[src/rtl/intr_chain_pkg.sv]
package intr_chain_pkg;

    // Registered state of one chain stage
    typedef struct packed {
        logic req_seen;   // device request level seen at the previous edge
        logic pend;       // request recorded and not yet served
    } stage_state_t;

    localparam stage_state_t STAGE_RESET = '{req_seen: 1'b0, pend: 1'b0};

endpackage

[src/rtl/intr_chain_stage.sv]
module intr_chain_stage
    import intr_chain_pkg::*;
#(
    parameter int          VEC_W     = 8,
    parameter logic [VEC_W-1:0] STAGE_VEC = '0
) (
    input  logic             clk,
    input  logic             rst_n,
    input  logic             dev_req,
    input  logic             pri_in,
    output logic             pri_out,
    output logic             pend,
    output logic             grant,
    output logic [VEC_W-1:0] vec_drv
);

    stage_state_t st_q, st_d;
    logic         rise;

    // Next-state and chain gating
    always_comb begin
        st_d          = st_q;
        rise          = dev_req & ~st_q.req_seen;
        grant         = pri_in & st_q.pend;
        pri_out       = pri_in & ~st_q.pend;
        st_d.req_seen = dev_req;
        if (rise) begin
            st_d.pend = 1'b1;          // a new edge outranks the clear
        end else if (grant) begin
            st_d.pend = 1'b0;
        end
        vec_drv = grant ? STAGE_VEC : '0;
    end

    always_ff @(posedge clk or negedge rst_n) begin
        if (!rst_n) st_q <= STAGE_RESET;
        else        st_q <= st_d;
    end

    assign pend = st_q.pend;

    // service clears the request unless a fresh edge arrives
    a_r6_grant_clears: assert property (@(posedge clk) disable iff (!rst_n)
        (grant && !rise) |=> !pend);

    // a fresh edge leaves the stage pending even when it wins
    a_r8_edge_beats_clear: assert property (@(posedge clk) disable iff (!rst_n)
        (rise && grant) |=> pend);

    // pending only ever sets after a low-to-high input change
    a_r9_set_needs_edge: assert property (@(posedge clk) disable iff (!rst_n)
        $rose(pend) |-> ($past(dev_req) && !$past(st_q.req_seen)));

endmodule

[src/rtl/intr_req_line.sv]
module intr_req_line #(
    parameter int N_STAGES = 4
) (
    input  logic [N_STAGES-1:0] pull_low,
    output logic                line_n
);

    // Each stage either releases (1) or pulls down (0); the line is their AND
    logic [N_STAGES:0] acc;

    assign acc[0] = 1'b1;

    generate
        for (genvar g = 0; g < N_STAGES; g++) begin : g_tap
            assign acc[g+1] = acc[g] & ~pull_low[g];
        end
    endgenerate

    assign line_n = acc[N_STAGES];

endmodule

[src/rtl/intr_vec_merge.sv]
module intr_vec_merge #(
    parameter int N_STAGES = 4,
    parameter int VEC_W    = 8
) (
    input  logic [N_STAGES-1:0][VEC_W-1:0] vec_in,
    output logic [VEC_W-1:0]               vec_out
);

    // OR-combined bus: idle stages drive zero
    logic [N_STAGES:0][VEC_W-1:0] acc;

    assign acc[0] = '0;

    generate
        for (genvar g = 0; g < N_STAGES; g++) begin : g_or
            assign acc[g+1] = acc[g] | vec_in[g];
        end
    endgenerate

    assign vec_out = acc[N_STAGES];

endmodule

[src/rtl/intr_priority_chain.sv]
module intr_priority_chain #(
    parameter int               N_STAGES = 4,
    parameter int               VEC_W    = 8,
    parameter logic [VEC_W-1:0] VEC_BASE = 8'h40,
    parameter logic [VEC_W-1:0] VEC_STEP = 8'h04
) (
    input  logic                clk,
    input  logic                rst_n,
    input  logic [N_STAGES-1:0] dev_req,
    input  logic                int_ack,
    output logic                irq_n,
    output logic [VEC_W-1:0]    vec_bus,
    output logic                vec_valid,
    output logic                ack_tail
);

    localparam int LINKS = N_STAGES + 1;

    logic [LINKS-1:0]                ack_link;
    logic [N_STAGES-1:0]             pend_v;
    logic [N_STAGES-1:0]             grant_v;
    logic [N_STAGES-1:0][VEC_W-1:0]  vec_v;

    assign ack_link[0] = int_ack;

    generate
        for (genvar g = 0; g < N_STAGES; g++) begin : g_stage
            localparam logic [VEC_W-1:0] THIS_VEC = VEC_W'(VEC_BASE + VEC_STEP * g);
            intr_chain_stage #(
                .VEC_W     (VEC_W),
                .STAGE_VEC (THIS_VEC)
            ) u_stage (
                .clk     (clk),
                .rst_n   (rst_n),
                .dev_req (dev_req[g]),
                .pri_in  (ack_link[g]),
                .pri_out (ack_link[g+1]),
                .pend    (pend_v[g]),
                .grant   (grant_v[g]),
                .vec_drv (vec_v[g])
            );
        end
    endgenerate

    intr_req_line #(.N_STAGES(N_STAGES)) u_line (
        .pull_low (pend_v),
        .line_n   (irq_n)
    );

    intr_vec_merge #(.N_STAGES(N_STAGES), .VEC_W(VEC_W)) u_merge (
        .vec_in  (vec_v),
        .vec_out (vec_bus)
    );

    assign vec_valid = |grant_v;
    assign ack_tail  = ack_link[N_STAGES];

    // at most one stage holds the acknowledge
    a_r5_single_winner: assert property (@(posedge clk) disable iff (!rst_n)
        $onehot0(grant_v));

    // the wired line reflects the stage requests
    a_r3_line_tracks_pending: assert property (@(posedge clk) disable iff (!rst_n)
        (irq_n == (pend_v == '0)));

    // without an acknowledge nothing wins and nothing leaves the chain
    a_r4_no_ack_quiet: assert property (@(posedge clk) disable iff (!rst_n)
        !int_ack |-> (!vec_valid && !ack_tail));

    // the bus is quiet when nobody wins
    a_r7_idle_bus_zero: assert property (@(posedge clk) disable iff (!rst_n)
        !vec_valid |-> (vec_bus == '0));

    // a winner and an escaping acknowledge exclude each other
    a_r5_win_blocks_tail: assert property (@(posedge clk) disable iff (!rst_n)
        vec_valid |-> (!ack_tail && !irq_n));

endmodule

[config.mk]
export PLATFORM = sky130hd
export DESIGN_NAME = intr_priority_chain
export DESIGN_NICKNAME = d
export VERILOG_FILES = /design/src/rtl/intr_chain_pkg.sv /design/src/rtl/intr_chain_stage.sv /design/src/rtl/intr_req_line.sv /design/src/rtl/intr_vec_merge.sv /design/src/rtl/intr_priority_chain.sv
export SDC_FILE = /design/constraint.sdc
export NUM_CORES = 1
export LEC_CHECK = 0
export ABC_AREA = 1
export CORE_AREA = 10 10 47 49
export DETAILED_ROUTE_END_ITERATION = 8
export DIE_AREA = 0 0 57 59
export GPL_ROUTABILITY_DRIVEN = 1
export PLACE_DENSITY = 0.6
export SYNTH_ARGS = -nofsm -noshare
export SYNTH_HDL_FRONTEND = slang
export SYNTH_SLANG_ARGS = --single-unit
[constraint.sdc]
create_clock -name clk -period 2.3 [get_ports clk]
set_input_delay 0.46 -clock clk [delete_from_list [all_inputs] [get_ports clk]]
set_output_delay 0.46 -clock clk [all_outputs]
set_load 0.02 [all_outputs]
* Word level (Yosys, flattened, before mapping)
Index checks and enable logic that the tools add are counted.
** Storage, ports and cells
- Register bits :: 8
- Bits in latches :: 0
- Memory bits (writable) :: 0
- Bits in read-only memories :: 0
- Input port bits :: 7
- Output and inout bits :: 11
- Word-level logic and storage cells :: 51
- Memories :: 0
** Cells by class
- Add/sub/neg operators :: 0
- $mul :: 0
- Div/mod/pow operators :: 0
- Order comparisons :: 0
- Equality and inequality tests :: 0
- Shifts and indexed selects :: 0
- Muxes and demuxes :: 12
- Bitwise operators :: 26
- Reductions and logical operators :: 5
** Operators by type and width (number)
- 7-bit two-way mux :: 4
- 8-bit by 7-bit OR with 8-bit output :: 2
- 1-bit AND :: 15
- 1-bit two-way mux :: 8
- 1-bit NOT :: 8
- 2-bit nonzero test :: 4
- 7-bit OR :: 1
- 4-bit OR reduction :: 1

* Logic depth before layout (Yosys ltp)
- Depth after elaboration :: 7
- Gate-level depth with buffers :: 4
- Gate-level depth less buffers :: 4

* Hierarchy
Synthesis repeated with hierarchy kept, for this count alone.
** Second synthesis, totals
- Cells, all modules :: 110
- Area, all modules :: 703.2 µm²
** Modules (own cells, without submodules)
- intr_chain_stage :: times used 4, cells an instance 19, area each 143.9 µm², seq. area each 50.0 µm²
- intr_vec_merge :: times used 1, cells an instance 24, area each 90.1 µm², seq. area each 0.0 µm²
- intr_req_line :: times used 1, cells an instance 7, area each 26.3 µm², seq. area each 0.0 µm²
- intr_priority_chain :: times used 1, cells an instance 3, area each 11.3 µm², seq. area each 0.0 µm²

* Worst setup path before layout
Ideal clock, no wire load.
- Path type :: reg-to-output
- Start :: register g_stage[3].u_stage.st_q (netlist bit g_stage[3].u_stage.pend)
- End :: output irq_n
- Arrival :: 1.051 ns
- Data required time :: 1.840 ns
- Slack :: 0.789 ns
- Stages on the path, launching flop included :: 4
- Path buffers :: 0
- Cell sequence :: dfrtp_1 > nor2_2 > inv_2 > nor3_1
** On the way
- Longest elaborated chain between the ends :: 2
** RTL lines
- start: declaration :: RTL line intr_chain_stage.sv:17 : stage_state_t st_q, st_d;
- start signal: assignment :: RTL line intr_chain_stage.sv:37 : else st_q <= st_d;
- 1-bit NOT :: RTL line intr_req_line.sv:15 : assign acc[g+1] = acc[g] & ~pull_low[g];
- 1-bit AND :: RTL line intr_req_line.sv:15
- end: declaration :: RTL line intr_priority_chain.sv:11 : output logic irq_n,
Every way passes these cells.

* Worst setup path after layout
- Start :: input int_ack
- End :: output vec_bus[6]
** On the way
- Longest elaborated chain between the ends :: 6
- Elaborated cells on any way between the ends :: 14
- Those cells by class :: mux (4); bitwise (10)
** RTL lines
- start: declaration :: RTL line intr_priority_chain.sv:10 : input logic int_ack,
- 1-bit AND :: RTL line intr_chain_stage.sv:25 : pri_out = pri_in & ~st_q.pend;
- 1-bit AND, on equally long branches :: RTL line intr_chain_stage.sv:24, intr_chain_stage.sv:25
- 7-bit two-way mux (tied with other cells) :: RTL line intr_chain_stage.sv:32 : vec_drv = grant ? STAGE_VEC : '0;
- 7-bit OR (tied with other cells) :: RTL line intr_vec_merge.sv:16 : assign acc[g+1] = acc[g] | vec_in[g];
- 8-bit by 7-bit OR with 8-bit output / 7-bit two-way mux (equally long branches) :: RTL line intr_vec_merge.sv:16, intr_chain_stage.sv:32
- 8-bit by 7-bit OR with 8-bit output (*) :: RTL line intr_vec_merge.sv:16
- end: declaration :: RTL line intr_priority_chain.sv:12 : output logic [VEC_W-1:0] vec_bus,
Every way passes the cells marked *; elsewhere a longest branch is shown, timed or not.

==> results.txt <==
GRT Overall Usage: 0.0466
Mapped Area: 372 um2
H-tree depth: 1
fmax: 0.454 GHz
post-synth top area share: 0.539
largest net degree at the start of global routing: 9
Die ar.: 3360 um2
Total Wirelength: 710 um
postcts setup bufs: 0
First-pass DRT Iterations: 3
Mean Syn Cell Area: 8.85 um2
Die X: 57 um
clock latency on the worst-skew pair: 250 ps
Initial Utilization: 0.265
Vert. Die Dim: 59 um
DRC: 0
CTS Buf Count: 3
Via density: 3.95
Final Cycle Share: 0.957
skew final: 2.06 ps
final count of hold timing violations: 0
Inst Count DP: 72
switching pwr: 0.0000953 W
Worst Setup Slack, final: 97.9 ps
CP required: 1840 ps
Int Power: 0.000244 W
minimum clock period: 2200 ps
ant diodes: 0
Leakage: 0.282 nW
area of the core: 1400 um2
Final Util: 0.380
Combinational Power Share: 0.212
switch share: 0.281
Max Cap Violations: 0
Startpoint Class: primary input
post-DR wirelength/cell: 9.47 um
CP endpoint kind: output port
clock share of power: 0.310
sequential group share of total power: 0.478
number of antenna violations at the first check in global routing: 0
clock sinks: 8
Root Driver: clkbuf_4
outcome: finished clean
hpwl dp: 609 um
Syn Inst Count: 42
worst min path class: reg2reg
CP max FO: 4
Area contributors post-synth: dfrtp_1 54%, buf_4 10%, inv_1 6.1%, nand2_1 6.1%, nor2_2 3.4%
DR vias: 296
Area Overhead vs Synth: 43.4%
CTS tree: done
grt ovf: 0
Row Count: 14
Arr. time, crit path: 1740 ps
Initial DRC Count: 3
GP Congestion: 0.720
clock edge transition at the registers on the reported setup and hold paths: 50 ps
pwr dens: 637 nW/um2
share of post-route cells with drive strength above 1: 0.203
antenna viol nets, final: 0
synth unique cells: 16
Yosys Warn Count: 0
Crit Path Class: in2out
worst-case clock buffer depth: 2
Final #Nets: 68
fin. max-slew vios: 0
pre-CTS worst setup slack: -68.2 ps
Final Power: 0.000340 W
leading area contributor after synthesis: dfrtp_1
global-route wire length before repair: 1240 um
Port Buffers: 12
Non-Filler Instances: 75
RSZ-0062 raised after global routing: no
Yosys reg bits: 8
number of global-route vias before repair: 333
io pins: 18
maximum VDD drop: 257 uV
proportion of synthesized chip area in sequential cells: 0.539
final setup fails: 0
## repair_timing
action                     in CTS  in global routing
gates resized for setup         3                  1
setup endpoints to repair       3                  1
hold buffers                    0                  0
## flip-flops by register name, summed over array words and instances (netlist names)
name                  flops
g_stage.u_stage.pend      4
g_stage.u_stage.st_q      4
## layout by cell type, fill, tap and decap left out, types with 2 or more instances in the layout
cell type / count
clkbuf_4: 3
buf_4: 3
a21oi_1: 2
inv_2: 2
conb_1: 5
dfrtp_1: 8
nand2_1: 6
nor2_1: 3
clkdlybuf4s50_1: 8
nor2_2: 2
dlygate4sd2_1: 3
inv_1: 6
## synth_stat cells
cell type / n
o21ai_0: 1
inv_2: 2
inv_1: 6
buf_4: 5
a21oi_1: 2
conb_1: 1
o21ai_1: 1
dfrtp_1: 8
nor2_1: 3
nand3_1: 1
nor3_1: 1
o22ai_1: 1
nor2_2: 2
nand2_1: 6
a21boi_2: 1
nand2_2: 1
## worst max-delay path, stage by stage
cell and delay, ps:
clkdlybuf4s50_1 490, inv_2 60, a21oi_1 110, clkdlybuf4s50_1 620
## final cells by class
| cell class | instances | area [um2] |
|---|---|---|
| fillers | 172 | 868 |
| flip-flops and latches | 8 | 200 |
| repair buffers | 15 | 141 |
| multi-input cells | 25 | 119 |
| inverters | 8 | 30.0 |
| clock buffers | 3 | 22.5 |
| well taps | 16 | 20.0 |
## routing by layer
layer,share of wire,vias up,global-route usage,wire length (um)
met5,0,-,0,0
met4,0.023,0,0.0403,16
met3,0.13,2,0.0258,95
met2,0.39,16,0.0667,278
met1,0.45,123,0.0487,319
li1,-,155,-,-
## cells by family after synthesis
family	after synthesis	share of synthesized area
buf+inv	13	0.182
compound gates	6	0.101
other cells	1	0.0101
flops	8	0.539
simple gates	14	0.168
## power groups by stage
stage | logic, W | registers (W) | clock network (W)
floorplan | 0.0000467 | 0.000164 | 0
global placement | 0.0000748 | 0.000165 | 0
detailed placement | 0.0000759 | 0.000165 | 0
CTS | 0.0000736 | 0.000162 | 0.000111
global route | 0.0000808 | 0.000163 | 0.000119
finish | 0.0000719 | 0.000162 | 0.000105
## per-stage QoR
step           setup TNS (ps)  hold slack [ps]  area (um2)
5_1_grt                     0              426         533
3_3_place_gp             -112              393         512
4_1_cts                     0              409         531
3_5_place_dp            -68.4              402         512
2_1_floorplan               0              164         387
6_report                    0              403         533
## worst paths after layout
| path | start | to | slack [ps] | depth (start not counted) |
|---|---|---|---|---|
| worst max-delay path | int_ack | vec_bus[6] | 100 | 4 |
| worst min-delay path | g_stage[2].u_stage.st_q[1] | g_stage[2].u_stage.pend | 400 | 1 |
| worst max register to register | g_stage[0].u_stage.pend | g_stage[2].u_stage.pend | 1270 | 5 |
| worst min register to register | g_stage[2].u_stage.st_q[1] | g_stage[2].u_stage.pend | 400 | 1 |
| max in group asynchronous | rst_n | g_stage[0].u_stage.pend | 1570 | 1 |
| min in group asynchronous | rst_n | g_stage[3].u_stage.pend | 480 | 1 |
(Power assumes the default switching activity.)
